$ cat src/rtl/pwm_updown_db.sv
`timescale 1ns/1ps
module pwm_updown_db #(
  parameter int CNT_W = 16,
  parameter int DLY_W = 8
) (
  input  logic             clk,
  input  logic             rst,
  input  logic             en,
  input  logic [CNT_W-1:0] period_in,
  input  logic [CNT_W-1:0] cmp_in,
  input  logic [DLY_W-1:0] rise_dly,
  input  logic [DLY_W-1:0] fall_dly,
  output logic             pwm_a,
  output logic             pwm_b,
  output logic [CNT_W-1:0] cnt,
  output logic             dir_down
);

  localparam logic [CNT_W-1:0] C_ONE = 1;
  localparam logic [DLY_W-1:0] D_ONE = 1;

  logic [CNT_W-1:0] cnt_q, prd_q, cmp_q;
  logic [DLY_W-1:0] red_q, fed_q, ca_q, cb_q;
  logic             down_q, raw_q;

  wire at_zero = (cnt_q == '0);
  wire at_peak = !at_zero && !down_q && (cnt_q >= prd_q);
  wire cmp_hit = !at_zero && (cmp_q != '0) && (cnt_q == cmp_q);
  wire set_raw = cmp_hit && !down_q && !at_peak;
  wire clr_raw = cmp_hit && (down_q || at_peak);

  always_ff @(posedge clk) begin
    if (rst || (en && at_zero)) begin
      prd_q <= period_in;
      cmp_q <= cmp_in;
      red_q <= rise_dly;
      fed_q <= fall_dly;
    end
  end

  always_ff @(posedge clk) begin
    if (rst) begin
      cnt_q  <= '0;
      down_q <= 1'b0;
    end else if (en) begin
      if (at_zero) begin
        down_q <= 1'b0;
        cnt_q  <= (period_in == '0) ? '0 : C_ONE;
      end else if (at_peak) begin
        down_q <= 1'b1;
        cnt_q  <= cnt_q - C_ONE;
      end else if (down_q) begin
        cnt_q  <= cnt_q - C_ONE;
      end else begin
        cnt_q  <= cnt_q + C_ONE;
      end
    end
  end

  always_ff @(posedge clk) begin
    if (rst) begin
      raw_q <= 1'b0;
      ca_q  <= '0;
      cb_q  <= '0;
    end else if (en) begin
      if (set_raw)      raw_q <= 1'b1;
      else if (clr_raw) raw_q <= 1'b0;
      if (!raw_q)             ca_q <= '0;
      else if (ca_q < red_q)  ca_q <= ca_q + D_ONE;
      if (raw_q)              cb_q <= '0;
      else if (cb_q < fed_q)  cb_q <= cb_q + D_ONE;
    end
  end

  assign pwm_a    = raw_q && (ca_q >= red_q);
  assign pwm_b    = !raw_q && (cb_q >= fed_q);
  assign cnt      = cnt_q;
  assign dir_down = down_q;

  AST_NO_OVERLAP: assert property (@(posedge clk) disable iff (rst) !(pwm_a && pwm_b));
  AST_CNT_BOUND: assert property (@(posedge clk) disable iff (rst) (cnt_q != '0) |-> (cnt_q <= prd_q));
  AST_PEAK_TURN: assert property (@(posedge clk) disable iff (rst) (en && !down_q && cnt_q != '0 && cnt_q == prd_q) |=> down_q);
  AST_ZERO_TURN: assert property (@(posedge clk) disable iff (rst) (en && cnt_q == '0) |=> !down_q);
  AST_HOLD_CNT: assert property (@(posedge clk) disable iff (rst) !en |=> ($stable(cnt_q) && $stable(pwm_a) && $stable(pwm_b)));
  AST_SHADOW: assert property (@(posedge clk) disable iff (rst) (cnt_q != '0) |=> ($stable(prd_q) && $stable(cmp_q)));

endmodule

$ cat config.mk
export PLATFORM = sky130hd
export DESIGN_NAME = pwm_updown_db
export DESIGN_NICKNAME = d
export VERILOG_FILES = /design/src/rtl/pwm_updown_db.sv
export SDC_FILE = /design/constraint.sdc
export NUM_CORES = 1
export LEC_CHECK = 0
export ABC_AREA = 1
export CORE_MARGIN = 8
export CORE_UTILIZATION = 50
export CTS_BUF_LIST = sky130_fd_sc_hd__clkbuf_4 sky130_fd_sc_hd__clkbuf_8
export DETAILED_ROUTE_END_ITERATION = 12
export PLACE_DENSITY = 0.75
export SETUP_SLACK_MARGIN = 0.5
export SYNTH_ARGS = -nofsm -noshare
export SYNTH_HDL_FRONTEND = slang
export SYNTH_SLANG_ARGS = --single-unit
$ cat constraint.sdc
create_clock -name clk -period 7.1 [get_ports clk]
set_clock_uncertainty 0.2 [all_clocks]
set_input_delay 1.42 -clock clk [delete_from_list [all_inputs] [get_ports clk]]
set_output_delay 1.42 -clock clk [all_outputs]
set_load 0.005 [all_outputs]
# After elaboration in Yosys (flattened, before gate mapping)

Cells that the tools add are included.

Add/subtract/negate cells: 4
Multipliers: 0
Div/mod/pow operators: 0
Order comparisons: 5
Equal/unequal tests: 2
Shift operators: 0
Muxes and demuxes: 12
Bitwise logic cells: 0
Reductions and logical operators: 26

Operators with widths:

| operator                                           | count |
|---|---|
| 2-to-1 mux 16 bit                                  | 3 |
| zero test 16 bit                                   | 2 |
| 2-to-1 mux 8 bit                                   | 4 |
| adder 16 x 1 -> 16 bit, second input constant      | 1 |
| adder 8 x 1 -> 8 bit, second input constant        | 2 |
| equality test 16 bit                               | 1 |
| >= comparator 16 bit                               | 1 |
| >= comparator 8 bit                                | 2 |
| < comparator 8 bit                                 | 2 |
| nonzero test 16 bit                                | 1 |
| subtractor 16 x 1 -> 16 bit, second input constant | 1 |
| logical AND 1 bit                                  | 10 |
| AND reduction 2 bit                                | 4 |
| nonzero test 2 bit                                 | 3 |
| 2-to-1 mux 1 bit                                   | 5 |
| zero test 1 bit                                    | 4 |
| logical OR 1 bit                                   | 2 |
| != test 2 x 1 -> 1 bit, second input constant      | 1 |

Register bits after elaboration: 82
Latch bits: 0
RAM bits: 0
Memory bits (read-only): 0
Output and inout port bits: 19
Word-level logic and storage cells: 58
Memories: 0

# Longest topological paths before layout

Gate-level depths: netlist of run 1.

Depth after elaboration: 8
Mapped depth: 16

# Least setup slack after synthesis of run 1

Ideal clock, no wire load.

Kind: in2reg
Start point: input port en
End point: register cmp_q[0] (enable)
Arrival: 5.252 ns
Path slack: 1.126 ns
Stages: 3
Buffers on the path: 1
Path through: buf_2 clkinv_1 o21ai_0

Longest elaborated chain between the ends: 2

Ends and longest elaborated chain:

| element              | RTL line | text |
|---|---|---|
| from (decl)          | 8        | `input logic en,` |
| logical AND 1 bit    | 33       | `if (rst \|\| (en && at_zero)) begin` |
| logical OR 1 bit     | 33       |  |
| to (signal assigned) | 35       | `cmp_q <= cmp_in;` |
| to (decl)            | 22       | `logic [CNT_W-1:0] cnt_q, prd_q, cmp_q;` |

No other way between the ends.
A chain may end at the register's enable or synchronous reset.

# Final worst setup path of run 1

Start point: input port en
End point: register cmp_q[9] (enable)

Same word-level chain as after synthesis.

==> results of run 1 <==
-- critical path, cell delays in order --
cell,delay [ps]
clkdlybuf4s50_1,980
clkinv_1,750
o21ai_4,690
buf_4,470
-- flip-flops by register name, summed over array words and instances, names as in the netlist --
name      count
cmp_q        16
cnt          16
prd_q        16
ca_q          8
cb_q          8
fed_q         8
red_q         8
dir_down      1
raw_q         1
-- area by class of cell --
| class | instances | area [sq um] |
|---|---|---|
| timing repair buffer | 72 | 713 |
| sequential | 82 | 2120 |
| clock inverter | 4 | 51.3 |
| inverter | 82 | 308 |
| multi-input combinational | 482 | 2680 |
| tap | 136 | 170 |
| clock buffer | 12 | 153 |
| fill | 927 | 4080 |
-- through the flow --
stage / area (sq um) / setup WS, ps
after floorplan: 5250 / 1130
after global placement: 6000 / 2380
after detailed placement: 6000 / 2250
after CTS: 6200 / 2630
after global routing: 6200 / 2360
final: 6200 / 2560
-- worst paths after layout --
| kind | from | to | depth (start not counted) |
|---|---|---|---|
| max reg2reg | cnt[1] | cmp_q[9] | 7 |
| min reg2reg | cb_q[7] | cb_q[7] | 2 |
| max | en | cmp_q[9] | 4 |
| min | cb_q[7] | cb_q[7] | 2 |
-- routing by layer --
metal	routed length, um	vias up
met2	6550	185
met5	0	-
met1	5380	2194
li1	-	2368
met3	855	37
met4	363	0
-- kinds of logic after synthesis --
| family | count (synthesis) | share of synthesized area |
|---|---|---|
| adder cells (fa/ha/maj) | 36 | 0.0858 |
| buffers and inverters | 109 | 0.0868 |
| AND/OR/NAND/NOR | 331 | 0.286 |
| AO/OA/AOI/OAI | 88 | 0.0925 |
| flip-flops | 82 | 0.404 |
| XOR/XNOR | 27 | 0.0451 |
-- power groups by stage --
stage	Clock, mW	Sequential (mW)	Combinational (mW)
floorplan	0	0.555	0.0912
global placement	0	0.556	0.142
detailed placement	0	0.556	0.148
CTS	0.354	0.545	0.149
global route	0.373	0.548	0.168
finish	0.348	0.545	0.151
-- placed cells by master (no fill, tap or decap), types with 8 or more instances in the layout --
master,netlist,final
inv_1,75,75
clkbuf_8,0,10
dfxtp_1,34,34
nor4_1,8,8
ha_1,36,36
nand4_1,23,23
nor2_1,46,46
clkdlybuf4s50_1,0,69
xor2_1,21,21
nand2_1,170,170
nand3_1,53,53
edfxtp_1,48,48
a21oi_1,51,51
o21ai_0,20,19
==> flow_metrics.tcl, run 1 <==
set metrics [dict create \
    cts_tree "built" \
    n_antenna_cell 0 \
    cp_data_required_time_ps 6910 \
    min_period_over_period 0.639 \
    postSynthCellCount 673 \
    place_congestion 0.830 \
    cap_viol_max_count 0 \
    hold_viol 0 \
    gr-usage-all-layers 0.190 \
    critPathLaunchType "input pin" \
    power_density_mw_per_mm2 168 \
    use_met2 0.335 \
    root_buffer "clkbuf_8" \
    clkTransAtPathRegs_ps 80 \
    status "complete, no violations" \
    holdWs_ps 304 \
    p_comb_frac 0.145 \
    rsz0062_at_grt "false" \
    cts_setup_buffers 0 \
    synth_fp_nets 760 \
    grt_pass1_wl_mm 22.2 \
    synthArstFlopShare 0 \
    synth_edf_count 48 \
    use_met3 0.0290 \
    clk_latency_ps 360 \
    max_slew.worst_pin.slew_ps 862 \
    postCtsHoldBufs 0 \
    viasPerCell 5.50 \
    grt_max_degree 33 \
    synthesis.area_sq_mm 0.00525 \
    via_count 4784 \
    finalSetupTns_ps 0 \
    r2r_slack_ps 3800 \
    min_period_ps 4540 \
    area_delta_synth_final_pct 18.1 \
    cts-buffers-inserted 9 \
    relSlewSlack 0.420 \
    slew_viol_final 0 \
    ys.flop_type "edfxtp_1" \
    synth.most_common_cell "nand2_1" \
    die_h_um 118 \
    syn_area_per_cell_sq_um 7.80 \
    critPathCaptureType "flip-flop" \
    fmax_mhz 220 \
    grt-busiest-layer "met2" \
    die_w_um 118 \
    ctsHtreeMaxLevel 3 \
    initial_core_util 0.511 \
    postRouteWirelength_mm 13.2 \
    synth_common_cells "nand2_1, inv_1, nand3_1" \
    drc 0 \
    synth_cell_types 43 \
    fin_nets 816 \
    dp.cells 854 \
    overflow 0 \
    wl_per_cell_um 15.1 \
    pwr-share-clk 0.333 \
    yosysTopAreaCellShare 0.275 \
    antenna_found_initial 0 \
    synth.area.top_cells "edfxtp_1, dfxtp_1, nand2_1, ha_1, inv_1" \
    synth.largest_area_cell "edfxtp_1" \
    seqPwrFrac 0.522 \
    setup_viol 0 \
    cts.repair.resized 0 \
    switching_share 0.257 \
    fin_util 0.603 \
    peakVddDrop_mv 0.0927 \
    met1_usage 0.220 \
    num_io_pins 70 \
    yosys_warnings 0 \
    intPower_mw 0.776 \
    power.leakage_nw 2.69 \
    cp.arrival_ps 4350 \
    grt_pass1_vias 4787 \
    clockBufferDepth 2 \
    final_cells 870 \
    ys_ff_latch 82 \
    drt_iter0_markers 351 \
    io_buffers 69 \
    drt_pass1_iterations 6 \
    place_hpwl_mm 9.69 \
    cts_sinks 82 \
    switchingPower_mw 0.268 \
    cp_max_fo 32 \
    postRouteAntennaNets 0 \
    die_area_sq_mm 0.0140 \
    p_total_mw 1.04 \
    critical_path_class "in2reg" \
    num_rows 37 \
    synth-seq-area-share 0.404 \
    hp-class "reg2reg" \
    coreArea_sq_mm 0.0103 \
    layout-drive-gt1-share 0.0586 \
]
No activity file was read; power rests on OpenSTA's default activity.
==> run 2, diff against run 1 <==
--- a/config.mk
+++ b/config.mk
@@ -10,7 +10,7 @@
 export CORE_UTILIZATION = 50
 export CTS_BUF_LIST = sky130_fd_sc_hd__clkbuf_4 sky130_fd_sc_hd__clkbuf_8
 export DETAILED_ROUTE_END_ITERATION = 12
-export PLACE_DENSITY = 0.75
+export PLACE_DENSITY = 0.77
 export SETUP_SLACK_MARGIN = 0.5
 export SYNTH_ARGS = -nofsm -noshare
 export SYNTH_HDL_FRONTEND = slang
==> constraint.sdc (replaced) <==
create_clock -name clk -period 4 [get_ports clk]
set_clock_uncertainty 0.2 [all_clocks]
set_input_delay 0.8 -clock clk [delete_from_list [all_inputs] [get_ports clk]]
set_output_delay 0.8 -clock clk [all_outputs]
set_load 0.005 [all_outputs]
==> run 2 against run 1 <==
  * Non-clock buffer count increased by 5
  * Design area increased by 0.83%
  * Final cell count increased by 0.57%
  * Critical path depth increased by 4
  * Sequential share of layout area decreased by 0.28 points
  * Sequential cell count unchanged
  * Combinational power increased by 78%
  * Register-to-register slack got worse by 2600 ps
  * Highest routed layer unchanged
  * Hold slack got worse by 3.0 ps
==> flow_metrics.tcl, run 2 (synthesis results as in run 1) <==
set metrics [dict create \
    status "complete, no violations" \
    postCtsHoldBufs 0 \
    slew_viol_final 0 \
    drc 0 \
    place_hpwl_mm 9.73 \
    num-fill-cells 938 \
    crit_buf_inv 1 \
    rsz0062_at_grt "false" \
    clkTransAtPathRegs_ps 100 \
    cts-buffers-inserted 9 \
    r2r-end "cmp_q[1]" \
    critical_path_class "reg2out" \
    die_h_um 118 \
    p_total_mw 1.90 \
    fin_ws_ps 804 \
    cts_setup_buffers 0 \
    cts_sinks 82 \
    hp-class "reg2reg" \
    cts.repair.resized 0 \
    antenna_found_initial 0 \
    setup_viol 0 \
    layout-drive-gt1-share 0.0650 \
    peakVddDrop_mv 0.212 \
    dp_slack_ps 998 \
    wl_per_cell_um 15.0 \
    multiInputGateArea_sq_mm 0.00268 \
    num_rows 37 \
    initial_core_util 0.511 \
    seqCellArea_sq_mm 0.00212 \
    min_period_over_period 0.799 \
    finalSetupTns_ps 0 \
    crit_start "cb_q[2]" \
    critPathMaxStageDelay_ps 570 \
    final_cells 875 \
    cp_data_required_time_ps 3000 \
    gr-usage-all-layers 0.189 \
    cp_max_fo 6 \
    fmax_mhz 313 \
    cp.arrival_ps 2200 \
    grt_pass1_wl_mm 22.1 \
    final_area_sq_mm 0.00625 \
    io_buffers 69 \
    worstRegToRegCells 8 \
    via_count 4790 \
    crit_path_cell_trace "ha_1, nand2_1, o21ai_0, nand2_1, o211ai_1, nand2_1, o31ai_1, clkdlybuf4s50_1" \
    holdWs_ps 301 \
    num_io_pins 70 \
    crit_cells 8 \
    viasPerCell 5.47 \
    overflow 0 \
    cap_viol_max_count 0 \
    r2r_slack_ps 1210 \
    postRouteAntennaNets 0 \
    die_w_um 118 \
    area_delta_synth_final_pct 19.1 \
    cp_slowest_cell "clkdlybuf4s50_1" \
    power_density_mw_per_mm2 305 \
    grt_pass1_vias 4855 \
    critPathCaptureType "primary output" \
    drt_pass1_iterations 5 \
    root_buffer "clkbuf_8" \
    die_area_sq_mm 0.0140 \
    reg2reg_from "cnt[1]" \
    relSlewSlack 0.608 \
    power.leakage_nw 2.73 \
    grt_max_degree 29 \
    ctsHtreeMaxLevel 3 \
    endpoint "pwm_b" \
    critPathTopFamily "buffers and inverters" \
    postRouteWirelength_mm 13.2 \
    n_antenna_cell 0 \
    place_congestion 0.912 \
    coreArea_sq_mm 0.0103 \
    critPathLaunchType "flip-flop" \
    final_cell_mix "nand2_1, inv_1, clkdlybuf4s50_1" \
    clockBufferDepth 2 \
    clk_latency_ps 370 \
    dpl_cell_area_sq_mm 0.00603 \
    fin_nets 821 \
    max_slew.worst_pin.slew_ps 586 \
    fin_util 0.608 \
    final_common_cell "nand2_1" \
    dp.cells 859 \
    min_period_ps 3200 \
    hold_viol 0 \
    drt_iter0_markers 324 \
    cpMostUsedCell "nand2_1" \
    cts_tree "built" \
]
run 2: cell types whose count changed in the layout (fill, tap and decap cells not counted):
| cell | change |
|---|---|
| clkbuf_8 | -1 |
| inv_6 | -1 |
| bufinv_16 | +1 |
| clkinv_2 | +1 |
| buf_4 | +5 |
| clkinvlp_4 | -1 |
| clkinv_4 | +1 |
run 2: worst min path at each step:
stage / startpoint / end / slack (ps) / cells after the start
floorplan: cb_q[0] / cb_q[0] / 260 / 2
detailed placement: cb_q[0] / cb_q[0] / 280 / 2
global route: cb_q[0] / cb_q[0] / 320 / 2
finish: cb_q[0] / cb_q[0] / 300 / 2
global placement: cb_q[0] / cb_q[0] / 280 / 2
CTS: cb_q[0] / cb_q[0] / 290 / 2
run 2: layer usage:
metal	vias up	GRT usage	wire length [um]
met5	-	0	0
met4	0	0.0870	305
met3	26	0.0362	788
met2	156	0.338	6500
met1	2232	0.214	5570
li1	2376	-	-
run 2: final cells by class:
cell class,count,share of cell area
Clock buffer,11,0.0222
Clock inverter,5,0.0126
Inverter,82,0.0492
Multi-Input combinational cell,482,0.429
Sequential cell,82,0.339
Tap cell,136,0.0272
Timing Repair Buffer,77,0.120
run 2: worst register-to-register path, stage by stage (launching register included):
cell and delay, ps:
dfxtp_1 360, inv_1 160, ha_1 260, nand3_4 130, nor2_2 240, nand2_1 80
buf_4 200, o21ai_4 490, buf_4 360
run 2: where the power goes:
part | internal, mW | switching (mW) | total, mW
Clock | 0.365 | 0.303 | 0.668
Sequential | 0.946 | 0.0214 | 0.967
Combinational | 0.115 | 0.155 | 0.269
